==> src/rtl/tmr_flag_pkg.sv <==
package tmr_flag_pkg;
  localparam int FLAG_W  = 16;
  localparam int NUM_CH  = 4;
  localparam int UPD_BIT = 0;
  localparam int CC_LO   = 1;
  localparam int COM_BIT = CC_LO + NUM_CH;
  localparam int TRG_BIT = COM_BIT + 1;
  localparam int BRK_BIT = TRG_BIT + 1;
  localparam int OVC_LO  = BRK_BIT + 2;

  typedef struct packed {
    logic [FLAG_W-1:0] setMask;
    logic [FLAG_W-1:0] clrMask;
  } flagStrobe_t;

  function automatic logic [FLAG_W-1:0] validMask();
    logic [FLAG_W-1:0] m;
    m = '0;
    m[UPD_BIT] = 1'b1;
    m[COM_BIT] = 1'b1;
    m[TRG_BIT] = 1'b1;
    m[BRK_BIT] = 1'b1;
    for (int i = 0; i < NUM_CH; i++) begin
      m[CC_LO+i]  = 1'b1;
      m[OVC_LO+i] = 1'b1;
    end
    return m;
  endfunction
endpackage

==> src/rtl/tmr_flag_ctrl.sv <==
module tmr_flag_ctrl
  import tmr_flag_pkg::*;
(
  input  logic              clk,
  input  logic              rstN,
  input  logic              busWrEn,
  input  logic [FLAG_W-1:0] busWrData,
  input  logic [NUM_CH-1:0] ccRegRead,
  input  logic              repOvf,
  input  logic              swUpdReq,
  input  logic              trigReinit,
  input  logic              updDisable,
  input  logic              updSourceSel,
  input  logic [NUM_CH-1:0] ccEvent,
  input  logic [NUM_CH-1:0] ccInputMode,
  input  logic              comEvent,
  input  logic              trigEvent,
  input  logic              breakActive,
  input  logic [FLAG_W-1:0] flags,
  output flagStrobe_t       strobe
);
  localparam logic [FLAG_W-1:0] VALID = validMask();

  logic [FLAG_W-1:0] setVec;
  logic [FLAG_W-1:0] clrVec;
  logic              updFromRep;
  logic              updFromOther;

  assign updFromRep   = repOvf && !updDisable;
  assign updFromOther = (swUpdReq || trigReinit) && !updDisable && !updSourceSel;

  always_comb begin
    setVec          = '0;
    setVec[UPD_BIT] = updFromRep || updFromOther;
    setVec[COM_BIT] = comEvent;
    setVec[TRG_BIT] = trigEvent;
    setVec[BRK_BIT] = breakActive;
    for (int i = 0; i < NUM_CH; i++) begin
      setVec[CC_LO+i]  = ccEvent[i];
      setVec[OVC_LO+i] = ccEvent[i] && ccInputMode[i] && flags[CC_LO+i];
    end
  end

  always_comb begin
    clrVec = busWrEn ? ~busWrData : '0;
    for (int i = 0; i < NUM_CH; i++) begin
      clrVec[CC_LO+i] = clrVec[CC_LO+i] | ccRegRead[i];
    end
    clrVec = clrVec & VALID;
  end

  assign strobe.setMask = setVec & VALID;
  assign strobe.clrMask = clrVec;

  // an enabled repetition update must show in the flag word next cycle
  assert_rep_update_R2: assert property (@(posedge clk) disable iff (!rstN)
    (repOvf && !updDisable) |=> flags[UPD_BIT]);

  // break level forces the flag on the following cycle
  assert_break_held_R8: assert property (@(posedge clk) disable iff (!rstN)
    breakActive |=> flags[BRK_BIT]);

  for (genvar g = 0; g < NUM_CH; g++) begin : gChk
    // a read without a simultaneous event clears the channel flag
    assert_read_clear_R6: assert property (@(posedge clk) disable iff (!rstN)
      (ccRegRead[g] && !ccEvent[g]) |=> !flags[CC_LO+g]);
    // second capture in input mode raises overcapture
    assert_overcapture_R9: assert property (@(posedge clk) disable iff (!rstN)
      (ccEvent[g] && ccInputMode[g] && flags[CC_LO+g]) |=> flags[OVC_LO+g]);
    // output compare mode never raises overcapture from a clear state
    assert_no_ovc_output_R9: assert property (@(posedge clk) disable iff (!rstN)
      (!ccInputMode[g] && !flags[OVC_LO+g]) |=> !flags[OVC_LO+g]);
  end
endmodule

==> src/rtl/tmr_flag_dp.sv <==
module tmr_flag_dp
  import tmr_flag_pkg::*;
(
  input  logic              clk,
  input  logic              rstN,
  input  flagStrobe_t       strobe,
  output logic [FLAG_W-1:0] flags
);
  localparam logic [FLAG_W-1:0] VALID = validMask();

  logic [FLAG_W-1:0] flagQ;

  always_ff @(posedge clk) begin
    if (!rstN) flagQ <= '0;
    else       flagQ <= ((flagQ & ~strobe.clrMask) | strobe.setMask) & VALID;
  end

  assign flags = flagQ;

  // every bit set this cycle is visible next cycle regardless of clears
  assert_set_wins_R10: assert property (@(posedge clk) disable iff (!rstN)
    (|strobe.setMask) |=> ((flagQ & $past(strobe.setMask)) == $past(strobe.setMask)));

  // a bit with neither set nor clear keeps its value
  assert_hold_R5: assert property (@(posedge clk) disable iff (!rstN)
    (strobe.clrMask == '0 && strobe.setMask == '0) |=> $stable(flagQ));

  // reserved bits stay low
  assert_reserved_R11: assert property (@(posedge clk) disable iff (!rstN)
    (flagQ & ~VALID) == '0);
endmodule

==> src/rtl/timer_status_flags.sv <==
module timer_status_flags
  import tmr_flag_pkg::*;
(
  input  logic              clk,
  input  logic              rstN,
  input  logic              busWrEn,
  input  logic [15:0]       busWrData,
  input  logic [3:0]        ccRegRead,
  input  logic              repOvf,
  input  logic              swUpdReq,
  input  logic              trigReinit,
  input  logic              updDisable,
  input  logic              updSourceSel,
  input  logic [3:0]        ccEvent,
  input  logic [3:0]        ccInputMode,
  input  logic              comEvent,
  input  logic              trigEvent,
  input  logic              breakActive,
  output logic [15:0]       flagVec
);
  flagStrobe_t       strobe;
  logic [FLAG_W-1:0] flags;

  tmr_flag_ctrl ctrl_i (
    .clk(clk), .rstN(rstN), .busWrEn(busWrEn), .busWrData(busWrData),
    .ccRegRead(ccRegRead), .repOvf(repOvf), .swUpdReq(swUpdReq),
    .trigReinit(trigReinit), .updDisable(updDisable), .updSourceSel(updSourceSel),
    .ccEvent(ccEvent), .ccInputMode(ccInputMode), .comEvent(comEvent),
    .trigEvent(trigEvent), .breakActive(breakActive), .flags(flags),
    .strobe(strobe)
  );

  tmr_flag_dp dp_i (
    .clk(clk), .rstN(rstN), .strobe(strobe), .flags(flags)
  );

  assign flagVec = flags;
endmodule

==> config.mk <==
export PLATFORM = sky130hd
export DESIGN_NAME = timer_status_flags
export DESIGN_NICKNAME = d
export VERILOG_FILES = /design/src/rtl/tmr_flag_pkg.sv /design/src/rtl/tmr_flag_ctrl.sv /design/src/rtl/tmr_flag_dp.sv /design/src/rtl/timer_status_flags.sv
export SDC_FILE = /design/constraint.sdc
export NUM_CORES = 1
export LEC_CHECK = 0
export ABC_AREA = 1
export ABC_CLOCK_PERIOD_IN_PS = 1000
export BUFFER_PORTS_ARGS = -buffer_cell sky130_fd_sc_hd__buf_4
export CAP_MARGIN = 25
export CORE_MARGIN = 2
export CORE_UTILIZATION = 24
export DETAILED_ROUTE_END_ITERATION = 8
export GPL_TIMING_DRIVEN = 0
export MAX_ROUTING_LAYER = met4
export PLACE_DENSITY_LB_ADDON = 0.2
export SYNTH_ARGS = -nofsm -noshare
export SYNTH_HDL_FRONTEND = slang
export SYNTH_HIERARCHICAL = 1
export SYNTH_SLANG_ARGS = --single-unit
==> constraint.sdc <==
create_clock -name clk -period 1 [get_ports clk]
set_input_delay 0.05 -clock clk [delete_from_list [all_inputs] [get_ports clk]]
set_output_delay 0.05 -clock clk [all_outputs]
set_load 0.05 [all_outputs]
==> results of run 1 <==
## stage by stage
step	worst slack (ns)	hold WS [ns]	std cells	instance area [um2]	utilization (%)
2_1_floorplan	0.0929	0.184	103	737	-
3_3_place_gp	0.288	0.301	177	1100	39.2
3_5_place_dp	0.280	0.309	177	1100	39.2
4_1_cts	0.112	0.0128	180	1120	40.0
5_1_grt	0.0868	0.0223	180	1120	40.0
6_report	0.138	0.0267	180	1120	40.0
## worst min path at each step
stage / startpoint / endpoint / cells after the start
final: rstN / dp_i/flags[12] / 3
after global routing: comEvent / dp_i/flags[5] / 3
after CTS: rstN / dp_i/flags[12] / 3
after detailed placement: rstN / dp_i/flags[12] / 3
after global placement: rstN / dp_i/flags[12] / 3
after floorplan: rstN / dp_i/flags[12] / 2
## per-layer routing
layer | vias to the layer above | wire (um) | part of all wire [%] | global-route usage (%)
li1 | 374 | - | - | -
met2 | 32 | 656 | 43 | 14.8
met1 | 274 | 677 | 45 | 11.5
met5 | - | 0 | 0 | -
met3 | 2 | 163 | 11 | 3.96
met4 | 0 | 13 | 0.86 | 2.92
## cells in the final DEF (no fill, tap or decap)
master and n:
o21bai_4 1, buf_6 2, nand2_1 15, clkbuf_4 3, inv_2 2, inv_1 28, a21oi_1 2, a21oi_2 10
nand3_1 1, dfxtp_1 8, o21bai_2 1, nor2_1 8, conb_1 4, and3_1 4, buf_4 54, dfxtp_2 4
o21bai_1 2
## cell type report
cell class | count | share of cell area (%)
multi-input combinational | 48 | 24.4
inverter | 30 | 10.0
sequential | 12 | 21.9
buffer | 13 | 9.37
clock buffer | 3 | 2.01
tap | 31 | 3.46
timing repair buffer | 43 | 28.8
## worst reg2reg max path, delay by kind of cell (launching register included)
family | cells | cell delay [ns]
buffers and inverters | 1 | 0.04
AND/OR/NAND/NOR | 1 | 0.15
flip-flops | 1 | 0.34
AO/OA/AOI/OAI | 1 | 0.12
## where the power goes
part           switching [uW]  internal (uW)
clock network             157            139
registers                15.5            507
logic                     225            190
==> reports/metrics.yaml, run 1 <==
outcome: "finished with violations"
failed_checks: "design-rule violations"
rows: 19
rr_worst_depth: 3
cp_max_fo: 2
worstSetupEndpoint: "flagVec[11]"
leakage_uw: 0.000627
start_util_pct: 25.7
synth_cells: 100
antenna_cells: 0
reg2reg_slack_ns: 0.28
setup_tns_ns: 0
drt_iter0_drc: 18
criticalPathCategory: "reg -> out"
nNetsFinal: 190
cp_cell_sequence: "buf_4"
die_area_um2: 3460
regArea_um2: 245
min_period_over_period_pct: 86.2
cts_resized: 0
grt_usage_pct: 9.63
grt-ovfl-total: 0
fmax_mhz: 1160
rsz0062_at_grt: "no"
crit_buf_inv: 1
largest_reg_flops: 12
critical_path.endpoint_type: "output port"
first_pass_iters: 6
dp_hpwl_mm: 1.21
routedWlPerCell_um: 8.39
antenna_found_initial: 0
grt_pass1_vias: 613
nFillCells: 308
setup_viol: 0
drt_wl_total_mm: 1.51
gp_congestion: 0.670
powerDensity_nw_per_um2: 1100
grt_start_max_net_pins: 11
clock_skew_ns: 0.000150
cts_inserted_buffers: 3
finalHoldViolations: 0
r2r-end: "dp_i/flags[9]"
p_total_uw: 1230
portBuffers: 43
timing.rr.start: "dp_i/flags[1]"
cp_top_family: "flip-flops"
clock_sinks: 12
syn_avg_cell_area_um2: 7.21
crit_slowest_cell: "dfxtp_1"
grt_pass1_wl_mm: 2.43
coreArea_um2: 2810
cts_hold_buffers: 0
finalCriticalPeriod_ns: 0.862
crit_cells: 1
cts_tree: "yes"
insertion_delay_ns: 0.27
multi_input_area_um2: 274
hp-class: "in -> reg"
vias_per_cell: 3.79
irDropWorstVdd_mv: 0.399
drive_gt1_share_pct: 51.7
post-cts-setup-buffers: 0
yosys_warnings: 6
io-pin-count: 55
dieHeight_um: 58.8
clkTransAtPathRegs_ns: 0.07
cp.arrival_ns: 0.81
area_growth_syn_to_layout_pct: 55.6
drc_errors: 4
postRouteAntennaNets: 0
crit_required_ns: 0.95
crit_start: "dp_i/flags[11]"
cts_htree_levels: 1
via_count: 682
cts_buffer_depth: 2
synth_area_um2: 721
startpoint_type: "flip-flop"
max_stage_delay_ns: 0.34
drv_slew: 0
fp.dieW_um: 58.8
root_buffer: "clkbuf_4"
drv_cap: 0
No activity file was read; power rests on OpenSTA's default activity.
==> run 2, diff against run 1 <==
--- a/config.mk
+++ b/config.mk
@@ -15,6 +15,7 @@
 export GPL_TIMING_DRIVEN = 0
 export MAX_ROUTING_LAYER = met4
 export PLACE_DENSITY_LB_ADDON = 0.2
+export REMOVE_ABC_BUFFERS = 1
 export SYNTH_ARGS = -nofsm -noshare
 export SYNTH_HDL_FRONTEND = slang
 export SYNTH_HIERARCHICAL = 1
==> run 2 against run 1 <==
The flow still finishes with violations (design-rule violations). Sequential share of layout area rose by 1.4 points. Power is 2.8% lower. Non-clock buffer count is 10 lower. Global-route usage grew 0.079 points. Register-to-register slack worse by 0.02 ns. Worst hold slack better by 0.0035 ns. Maximum frequency decreased by 3.0%.
==> reports/metrics.yaml, run 2 (synthesis gave the netlist of run 1 again) <==
clock_sinks: 12
final_common_cell: "buf_4"
io-pin-count: 55
crit_buf_inv: 1
grt_usage_pct: 9.71
cts_htree_levels: 1
setup_viol: 0
mostFrequentLayoutCells: "46 x buf_4, 28 x inv_1, 15 x nand2_1"
area_growth_syn_to_layout_pct: 43.4
drc_errors: 4
instances_no_fill: 170
antenna_cells: 0
routedWlPerCell_um: 8.89
die_area_um2: 3460
hp-class: "in -> reg"
portBuffers: 46
grt_pass1_vias: 599
first_pass_iters: 8
cp_max_fo: 3
insertion_delay_ns: 0.27
dp_cells: 167
grt_pass1_wl_mm: 2.48
antenna_found_initial: 0
clkTransAtPathRegs_ns: 0.07
drt_wl_total_mm: 1.51
vias_per_cell: 3.84
outcome: "finished with violations"
cts_resized: 0
min_period_over_period_pct: 88.9
dieHeight_um: 58.8
fp.dieW_um: 58.8
irDropWorstVdd_mv: 0.422
powerDensity_nw_per_um2: 1160
finalHoldViolations: 0
clock_skew_ns: 0.000102
crit_slowest_cell: "dfxtp_1"
postRouteAntennaNets: 0
fmax_mhz: 1120
failed_checks: "design-rule violations"
rows: 19
crit_required_ns: 0.95
largest_reg_flops: 12
cts_hold_buffers: 0
rsz0062_at_grt: "no"
nNetsFinal: 180
dp_hpwl_mm: 1.22
grt-ovfl-total: 0
leakage_uw: 0.000573
cp_top_family: "flip-flops"
via_count: 653
start_util_pct: 25.7
drv_slew: 0
drive_gt1_share_pct: 45.3
criticalPathCategory: "reg -> out"
cts_inserted_buffers: 3
fin_util_pct: 36.8
cp.arrival_ns: 0.84
startpoint_type: "flip-flop"
grt_start_max_net_pins: 13
root_buffer: "clkbuf_4"
finalCriticalPeriod_ns: 0.889
cts_buffer_depth: 2
cts_tree: "yes"
max_stage_delay_ns: 0.36
drt_iter0_drc: 16
coreArea_um2: 2810
cp_cell_sequence: "buf_4"
critical_path.endpoint_type: "output port"
drv_cap: 0
gp_congestion: 0.639
post-cts-setup-buffers: 0
[run 2: cell count changes in the layout (fill, tap and decap cells not counted)]
cell,before,now
dfxtp_1,8,12
buf_6,2,0
buf_4,54,46
dfxtp_2,4,0
[run 2: final cells by class]
| type | count | area [um2] |
|---|---|---|
| Sequential cell | 12 | 240 |
| Clock buffer | 3 | 22.5 |
| Fill cell | 322 | 1770 |
| Multi-Input combinational cell | 48 | 274 |
| Tap cell | 31 | 38.8 |
| Inverter | 30 | 113 |
| Timing Repair Buffer | 46 | 345 |
[run 2: stage by stage]
step | TNS, ns | total power [uW] | area (um2) | setup WS, ns | hold WS, ns
4_1_cts | 0 | 1230 | 1030 | 0.0978 | 0.0132
2_1_floorplan | -0.186 | 754 | 627 | -0.0478 | 0.194
6_report | 0 | 1200 | 1030 | 0.111 | 0.0302
3_3_place_gp | 0 | 912 | 1010 | 0.248 | 0.310
5_1_grt | 0 | 1280 | 1030 | 0.0557 | 0.0228
3_5_place_dp | 0 | 918 | 1010 | 0.241 | 0.308
[run 2: report_power, final]
| group | total [uW] | leakage (uW) | internal (uW) | switching [uW] |
|---|---|---|---|---|
| Combinational | 382 | 0.000460 | 162 | 220 |
| Clock | 297 | 0.0000138 | 139 | 158 |
| Sequential | 521 | 0.0000994 | 505 | 15.9 |
| Total | 1200 | 0.000573 | 806 | 394 |
[run 2: worst paths after layout]
check	cells after the start	slack, ns	endpoint	start
worst max-delay path	1	0.11	flagVec[4]	dp_i/flags[4]
worst min-delay path	3	0.03	dp_i/flags[7]	breakActive
worst max register to register	3	0.26	dp_i/flags[12]	dp_i/flags[4]
worst min register to register	2	0.46	dp_i/flags[12]	dp_i/flags[12]
[run 2: layer usage]
layer | vias up | GRT usage (%) | wire length (um)
met5 | - | - | 0
met4 | 0 | 1.95 | 0
met3 | 0 | 4.18 | 127
met2 | 24 | 16.7 | 758
met1 | 275 | 10.4 | 626
li1 | 354 | - | -
[run 2: tightest hold or removal path: cells and delay by family]
family / cells / cell delay [ns]
AO/OA/AOI/OAI: 1 / 0.05
buffers and inverters: 2 / 0.16
